--- config.mk ---
export PLATFORM = sky130hd
export DESIGN_NAME = spectral_peak_classifier
export DESIGN_NICKNAME = d
export VERILOG_FILES = /design/src/rtl/spk_pkg.sv /design/src/rtl/spk_band_accum.sv /design/src/rtl/spk_isqrt.sv /design/src/rtl/spk_top2.sv /design/src/rtl/spk_frame_tx.sv /design/src/rtl/spectral_peak_classifier.sv
export SDC_FILE = /design/constraint.sdc
export NUM_CORES = 2
export LEC_CHECK = 0
export BUFFER_PORTS_ARGS = -buffer_cell sky130_fd_sc_hd__buf_2
export CAP_MARGIN = 30
export CORE_AREA = 2 2 206 208
export CTS_BUF_LIST = sky130_fd_sc_hd__clkbuf_8
export DETAILED_ROUTE_END_ITERATION = 12
export DIE_AREA = 0 0 208 210
export PLACE_DENSITY_LB_ADDON = 0.3
export SYNTH_ARGS = -nofsm -noshare
export SYNTH_HDL_FRONTEND = slang
export SYNTH_SLANG_ARGS = --single-unit
--- constraint.sdc ---
create_clock -name clk -period 14.9 [get_ports clk]
set_input_delay 3.725 -clock clk [delete_from_list [all_inputs] [get_ports clk]]
set_output_delay 3.725 -clock clk [all_outputs]
set_load 0.01 [all_outputs]
--- src/rtl/spk_pkg.sv ---
package spk_pkg;
    localparam int MAG_W      = 16;
    localparam int BIN_W      = 11;
    localparam int BAND_W     = 7;
    localparam int CODE_W     = 8;
    localparam int SAMPLE_HZ  = 1_000_000;
    localparam int FFT_N      = 2048;
    localparam int BAND_HZ    = 5000;
    localparam int FIRST_BIN  = 35;
    localparam int LAST_BIN   = 999;
    localparam int ACC_GUARD  = 5;
    localparam int ACC_W      = 2 * MAG_W + ACC_GUARD;
    localparam int RAD_W      = ACC_W + (ACC_W % 2);
    localparam int AMP_W      = RAD_W / 2;
    localparam int FRAME_LEN  = 6;
    localparam logic [7:0] FRAME_HEAD = 8'hFF;
    localparam logic [7:0] FRAME_TAIL = 8'hFE;

    typedef struct packed {
        logic [AMP_W-1:0]  amp;
        logic [BAND_W-1:0] band;
    } band_peak_t;

    typedef enum logic [1:0] {
        ACC_IDLE,
        ACC_RUN,
        ACC_FLUSH,
        ACC_WAIT
    } acc_state_e;

    // Rounded band index of a bin: round(bin * Fs / (N * band width)).
    function automatic logic [BAND_W-1:0] band_of(input logic [BIN_W-1:0] bin);
        logic [63:0] num;
        logic [63:0] den;
        num = 64'(bin) * 64'(2 * SAMPLE_HZ) + 64'(FFT_N) * 64'(BAND_HZ);
        den = 64'(2 * FFT_N) * 64'(BAND_HZ);
        band_of = BAND_W'(num / den);
    endfunction

    // Frequency byte of a band: floor(2.5 * band).
    function automatic logic [CODE_W-1:0] freq_code(input logic [BAND_W-1:0] band);
        logic [CODE_W+1:0] t;
        t = (CODE_W + 2)'(band) * (CODE_W + 2)'(5);
        freq_code = CODE_W'(t >> 1);
    endfunction
endpackage

--- src/rtl/spk_band_accum.sv ---
module spk_band_accum
    import spk_pkg::*;
(
    input  logic              clk,
    input  logic              rst,
    input  logic              start,
    input  logic              bin_valid,
    input  logic [MAG_W-1:0]  bin_mag,
    output logic              bin_ready,
    input  logic              sqrt_busy,
    input  logic              res_valid,
    output logic              job_valid,
    output logic [ACC_W-1:0]  job_energy,
    output logic [BAND_W-1:0] job_band,
    output logic              spec_done
);
    acc_state_e        state;
    logic [BIN_W-1:0]  bin_idx;
    logic [BAND_W-1:0] cur_band;
    logic [BAND_W-1:0] bin_band;
    logic [ACC_W-1:0]  acc;
    logic [ACC_W-1:0]  bin_sq;
    logic              have;
    logic              accept;
    logic              band_change;

    always_comb begin
        bin_band    = band_of(bin_idx);
        bin_sq      = ACC_W'(bin_mag) * ACC_W'(bin_mag);
        bin_ready   = (state == ACC_RUN) && !sqrt_busy;
        accept      = bin_ready && bin_valid;
        band_change = have && (bin_band != cur_band);
        job_valid   = (accept && band_change) || ((state == ACC_FLUSH) && !sqrt_busy);
        job_energy  = acc;
        job_band    = cur_band;
        spec_done   = (state == ACC_WAIT) && !sqrt_busy && !res_valid;
    end

    always_ff @(posedge clk) begin
        if (rst) begin
            state    <= ACC_IDLE;
            bin_idx  <= '0;
            cur_band <= '0;
            acc      <= '0;
            have     <= 1'b0;
        end else if (start) begin
            state    <= ACC_RUN;
            bin_idx  <= BIN_W'(FIRST_BIN);
            cur_band <= '0;
            acc      <= '0;
            have     <= 1'b0;
        end else begin
            case (state)
                ACC_RUN: begin
                    if (accept) begin
                        acc      <= band_change ? bin_sq : acc + bin_sq;
                        cur_band <= bin_band;
                        have     <= 1'b1;
                        bin_idx  <= bin_idx + 1'b1;
                        if (bin_idx == BIN_W'(LAST_BIN))
                            state <= ACC_FLUSH;
                    end
                end
                ACC_FLUSH: if (!sqrt_busy) state <= ACC_WAIT;
                ACC_WAIT:  if (!sqrt_busy && !res_valid) state <= ACC_IDLE;
                default:   state <= ACC_IDLE;
            endcase
        end
    end

    AST_BAND_MONOTONIC: assert property (@(posedge clk) disable iff (rst)
        (accept && have && !start) |-> (bin_band >= cur_band)) else $error("band order");
endmodule

--- src/rtl/spk_isqrt.sv ---
module spk_isqrt
    import spk_pkg::*;
(
    input  logic              clk,
    input  logic              rst,
    input  logic              clr,
    input  logic              job_valid,
    input  logic [ACC_W-1:0]  job_energy,
    input  logic [BAND_W-1:0] job_band,
    output logic              busy,
    output logic              res_valid,
    output band_peak_t        res
);
    localparam int REM_W = AMP_W + 3;
    localparam int CNT_W = $clog2(AMP_W + 1);

    logic [RAD_W-1:0]  rad;
    logic [REM_W-1:0]  rem;
    logic [REM_W-1:0]  rem_sh;
    logic [REM_W-1:0]  trial;
    logic [AMP_W-1:0]  root;
    logic [CNT_W-1:0]  cnt;
    logic [BAND_W-1:0] band;
    logic              fits;

    always_comb begin
        rem_sh = {rem[REM_W-3:0], rad[RAD_W-1 -: 2]};
        trial  = REM_W'({root, 2'b01});
        fits   = rem_sh >= trial;
        res    = '{amp: root, band: band};
    end

    always_ff @(posedge clk) begin
        if (rst || clr) begin
            busy      <= 1'b0;
            res_valid <= 1'b0;
            rad       <= '0;
            rem       <= '0;
            root      <= '0;
            cnt       <= '0;
            band      <= '0;
        end else begin
            res_valid <= 1'b0;
            if (job_valid) begin
                rad  <= RAD_W'(job_energy);
                rem  <= '0;
                root <= '0;
                cnt  <= '0;
                band <= job_band;
                busy <= 1'b1;
            end else if (busy) begin
                rad  <= rad << 2;
                rem  <= fits ? rem_sh - trial : rem_sh;
                root <= {root[AMP_W-2:0], fits};
                cnt  <= cnt + 1'b1;
                if (cnt == CNT_W'(AMP_W - 1)) begin
                    busy      <= 1'b0;
                    res_valid <= 1'b1;
                end
            end
        end
    end

    AST_NO_OVERRUN: assert property (@(posedge clk) disable iff (rst)
        job_valid |-> !busy) else $error("job while busy");
    AST_RESULT_PULSE: assert property (@(posedge clk) disable iff (rst)
        res_valid |=> !res_valid) else $error("result held");
endmodule

--- src/rtl/spk_top2.sv ---
module spk_top2
    import spk_pkg::*;
(
    input  logic       clk,
    input  logic       rst,
    input  logic       clr,
    input  logic       upd_valid,
    input  band_peak_t upd,
    output band_peak_t first,
    output band_peak_t second
);
    always_ff @(posedge clk) begin
        if (rst || clr) begin
            first  <= '0;
            second <= '0;
        end else if (upd_valid) begin
            if (upd.amp > first.amp) begin
                second <= first;
                first  <= upd;
            end else if ((upd.amp > second.amp) && (upd.amp < first.amp)) begin
                second <= upd;
            end
        end
    end

    AST_TOP_ORDER: assert property (@(posedge clk) disable iff (rst)
        first.amp >= second.amp) else $error("ranking order");
endmodule

--- src/rtl/spk_frame_tx.sv ---
module spk_frame_tx
    import spk_pkg::*;
#(
    parameter int THRESH_Q = 1459
) (
    input  logic       clk,
    input  logic       rst,
    input  logic       clr,
    input  logic       go,
    input  band_peak_t first,
    input  band_peak_t second,
    output logic       out_valid,
    input  logic       out_ready,
    output logic [7:0] out_byte
);
    localparam int POS_W = $clog2(FRAME_LEN);

    band_peak_t       lo;
    band_peak_t       hi;
    logic [POS_W-1:0] pos;
    logic             active;

    function automatic logic [7:0] wave_type(input logic [AMP_W-1:0] amp);
        wave_type = (amp > AMP_W'(THRESH_Q)) ? 8'd0 : 8'd1;
    endfunction

    always_ff @(posedge clk) begin
        if (rst || clr) begin
            active <= 1'b0;
            pos    <= '0;
            lo     <= '0;
            hi     <= '0;
        end else if (go) begin
            active <= 1'b1;
            pos    <= '0;
            lo     <= (first.band > second.band) ? second : first;
            hi     <= (first.band > second.band) ? first : second;
        end else if (active && out_ready) begin
            if (pos == POS_W'(FRAME_LEN - 1)) begin
                active <= 1'b0;
                pos    <= '0;
            end else begin
                pos <= pos + 1'b1;
            end
        end
    end

    always_comb begin
        out_valid = active;
        case (pos)
            POS_W'(0): out_byte = FRAME_HEAD;
            POS_W'(1): out_byte = wave_type(lo.amp);
            POS_W'(2): out_byte = freq_code(lo.band);
            POS_W'(3): out_byte = wave_type(hi.amp);
            POS_W'(4): out_byte = freq_code(hi.band);
            default:   out_byte = FRAME_TAIL;
        endcase
    end

    AST_BYTE_HOLD: assert property (@(posedge clk) disable iff (rst || clr)
        (out_valid && !out_ready) |=> (out_valid && $stable(out_byte))) else $error("byte hold");
endmodule

--- src/rtl/spectral_peak_classifier.sv ---
module spectral_peak_classifier
    import spk_pkg::*;
#(
    parameter int THRESH_Q = 1459
) (
    input  logic             clk,
    input  logic             rst,
    input  logic             start,
    input  logic             bin_valid,
    input  logic [MAG_W-1:0] bin_mag,
    output logic             bin_ready,
    output logic             out_valid,
    input  logic             out_ready,
    output logic [7:0]       out_byte
);
    logic              job_valid;
    logic [ACC_W-1:0]  job_energy;
    logic [BAND_W-1:0] job_band;
    logic              sqrt_busy;
    logic              res_valid;
    logic              spec_done;
    band_peak_t        res;
    band_peak_t        first;
    band_peak_t        second;

    spk_band_accum u_accum (
        .clk        (clk),
        .rst        (rst),
        .start      (start),
        .bin_valid  (bin_valid),
        .bin_mag    (bin_mag),
        .bin_ready  (bin_ready),
        .sqrt_busy  (sqrt_busy),
        .res_valid  (res_valid),
        .job_valid  (job_valid),
        .job_energy (job_energy),
        .job_band   (job_band),
        .spec_done  (spec_done)
    );

    spk_isqrt u_isqrt (
        .clk        (clk),
        .rst        (rst),
        .clr        (start),
        .job_valid  (job_valid),
        .job_energy (job_energy),
        .job_band   (job_band),
        .busy       (sqrt_busy),
        .res_valid  (res_valid),
        .res        (res)
    );

    spk_top2 u_top2 (
        .clk        (clk),
        .rst        (rst),
        .clr        (start),
        .upd_valid  (res_valid),
        .upd        (res),
        .first      (first),
        .second     (second)
    );

    spk_frame_tx #(.THRESH_Q(THRESH_Q)) u_tx (
        .clk        (clk),
        .rst        (rst),
        .clr        (start),
        .go         (spec_done),
        .first      (first),
        .second     (second),
        .out_valid  (out_valid),
        .out_ready  (out_ready),
        .out_byte   (out_byte)
    );

    AST_HEAD_FIRST: assert property (@(posedge clk) disable iff (rst)
        $rose(out_valid) |-> (out_byte == FRAME_HEAD)) else $error("frame head");
    AST_TAIL_LAST: assert property (@(posedge clk) disable iff (rst || start)
        (out_valid && out_ready && out_byte == FRAME_TAIL) |=> !out_valid) else $error("frame tail");
    AST_IDLE_AFTER_RESET: assert property (@(posedge clk)
        $fell(rst) |-> (!out_valid && !bin_ready)) else $error("reset state");
endmodule

==> impl_metrics.ini <==
[worst_hold_path]
whs_path_depth = 2
min_from = u_isqrt.band[4]
min_path_type = reg -> reg

[setup_path]
worstRegToRegCells = 46
start_kind = flop
slowest_delay_ns = 0.55
end_kind = flop
crit_fanout = 45
crit_path_top_delay_cell = fa_1
required_ns = 15.37
ff2ff_setup_slack_ns = 0.89
crit_path_start = u_accum.bin_idx[4]
worstReg2RegStart = u_accum.bin_idx[4]
arrival_ns = 14.47
crit_type = reg -> reg

[cts]
cts.sinks = 253
postCtsHoldBufs = 0
clk_latency_ns = 0.56
htreeDepth = 2
clkTransAtPathRegs_ns = 0.06
cts_tree = done
cts_buffer_depth = 3
cts-root-buf = clkbuf_8
cts_made_buffers = 43
cts_setup_buffers = 0

[die]
die_w_microns = 208
boundaryPins = 31
dieArea_sq_mm = 0.0437
die_h_microns = 210
core_sq_mm = 0.0415
initial_core_util_pct = 66.5
num_rows = 75

[synthesis]
ys_seq_area_share_pct = 18.4
yosysUniqueCellTypes = 109
synthesis.nets = 3847
synthCells = 3327
ys.flop_type = dfxtp_1
synth_edf_count = 0
yosys_register_bits = 253
yosys_warnings = 0
async_flop_share_pct = 0
syn-cell-area_sq_mm = 0.0276
avgSynthCellArea_sq_um = 8.29

[finish]
syn2layout_area_growth_pct = 5.49
fin_cells = 3835
nets = 3782
num_antenna_cells = 0
final_layout_size_suffix_gt1_share_pct = 7.22
fillers = 3264

[global_routing]
grt_usage_pct = 29.5
grt_first_pass_wirelength_mm = 111
first_global_vias = 23700
grt-ovfl-total = 0
grt_max_degree = 101
antenna_found_initial = 0

[pwr]
ir_drop_v = 0.000292
p_per_area_mw_per_mm2 = 164
power_mw = 4.77
leakagePower_nw = 12.8

[sta]
layout_min_cycle_time_ns = 14.01
setup_tns_ns = 0
tightest_slew_ns = 1.01
max_freq_mhz = 71.4
finalHoldViolCount = 0
finalMaxSlewViolations = 0
fin_crit_sh_pct = 94.0
finalSetupViolations = 0
relSlewSlack_pct = 32.9
skew_ns = 0.0438
rsz0062_at_grt = no

[drt]
vias = 23600
dr.pass1.iters = 6
drc = 0
first_iter_violations = 1828
drt_wl_total_mm = 65.1
drt-wirelength-per-cell_microns = 17.0
viasPerCell = 6.17
ant_nets = 0

[place]
dp_hpwl_mm = 49.3
place_congestion = 0.940
io_buffers = 30
placed_cells = 3754

[run]
maxCapViolations = 0

[run_status]
outcome = finished clean
## cells in the mapped netlist (48+ instances only)
| cell type | count | area, sq um |
|---|---|---|
| nor2_1 | 297 | 1110 |
| nor3_1 | 48 | 240 |
| ha_1 | 303 | 3790 |
| dfxtp_1 | 253 | 5060 |
| a21o_1 | 51 | 383 |
| fa_1 | 196 | 3920 |
| mux2i_1 | 75 | 751 |
| xnor2_1 | 126 | 1100 |
| a21oi_1 | 317 | 1590 |
| o21ai_0 | 116 | 581 |
| clkbuf_1 | 136 | 510 |
| nand2_1 | 207 | 777 |
| inv_1 | 375 | 1410 |
| a211oi_1 | 71 | 533 |
| and2_1 | 78 | 488 |
## power by group
group / switching (mW) / internal, mW / leakage [nW]
Combinational: 1.92 / 1.49 / 10.2
Clock: 0.289 / 0.384 / 0.538
Sequential: 0.00927 / 0.684 / 2.04
## worst paths after layout
path,end
setup / recovery,u_isqrt.cnt[1]
hold / removal,u_top2.first[4]
setup reg to reg,u_isqrt.cnt[1]
hold reg to reg,u_top2.first[4]
## kinds of logic after synthesis
family | after synthesis | share of synthesized area [%]
AO/OA/AOI/OAI | 949 | 23.2
AND/OR/NAND/NOR | 840 | 14.6
buffers and inverters | 537 | 7.42
adder cells (fa/ha/maj) | 500 | 28.0
flip-flops | 253 | 18.4
XOR/XNOR | 165 | 5.32
multiplexers | 83 | 3.06
## stage by stage
stage | cell area [sq um] | hold WS (ns) | worst slack [ns] | util (%)
after floorplan | 27600 | 0.436 | 2.24 | -
after global placement | 28000 | 0.443 | 1.05 | 67.4
final | 29100 | 0.469 | 0.892 | 70.2
after detailed placement | 28000 | 0.462 | 0.403 | 67.5
after CTS | 29000 | 0.471 | 0.340 | 69.8
after global routing | 29100 | 0.488 | 0.00336 | 70.2
## worst max-delay path: cells and delay by family (launching register included)
family          cells  cell delay [ns]
buf+inv             5             0.60
xor+xnor            2             0.65
simple gates        8             2.40
compound gates     24             6.63
flops               1             0.49
fa+ha+maj           6             2.80
mux                 1             0.36
## layout make-up
type                            count  area [sq um]  area share (%)
Multi-Input combinational cell   2537         20600            70.8
Sequential cell                   253          5070            17.4
Inverter                          376          1410            4.85
Clock buffer                       58           798            2.74
Tap cell                          539           674            2.32
Timing Repair Buffer               51           380            1.31
Clock inverter                     21           151           0.520
## layer usage
metal  wire [microns]  vias to the layer above  track usage (%)
met5                0                        -                0
met4             1810                        0             9.59
met3             3120                      141             3.80
met2            31800                      627             51.6
met1            28300                    11400             38.0
li1                 -                    11500                -
## cell usage in the layout, fill, tap and decap left out, types with 48 or more instances in the layout
cell | netlist | layout
nor3_1 | 48 | 48
fa_1 | 196 | 196
dfxtp_1 | 253 | 251
a21o_1 | 51 | 51
clkbuf_8 | 0 | 58
and2_1 | 78 | 77
nor2_1 | 297 | 295
o21ai_0 | 116 | 115
inv_1 | 375 | 386
a21oi_1 | 317 | 317
ha_1 | 303 | 303
a211oi_1 | 71 | 71
nand2_1 | 207 | 207
mux2i_1 | 75 | 75
xnor2_1 | 126 | 125
## timing repair
action	CTS	global route
endpoints found under the setup margin	0	127
resized for setup	0	17
endpoints found under the hold margin	0	0
## sequential cells by signal, summed over array words and instances, names as in the netlist
| register | cells |
|---|---|
| u_isqrt.rad | 38 |
| u_isqrt.res_valid | 1 |
| u_tx.lo | 24 |
| u_isqrt.busy | 1 |
| u_tx.hi | 24 |
| u_isqrt.root | 19 |
| u_accum.have | 1 |
| u_accum.bin_idx | 11 |
| u_accum.state | 2 |
| u_top2.first | 26 |
| u_accum.job_band | 7 |
| u_isqrt.rem | 20 |
| u_isqrt.band | 7 |
| u_isqrt.cnt | 5 |
| u_tx.pos | 3 |
| u_accum.job_energy | 37 |
| u_tx.out_valid | 1 |
| u_top2.second | 26 |
(Power assumes the default switching activity.)
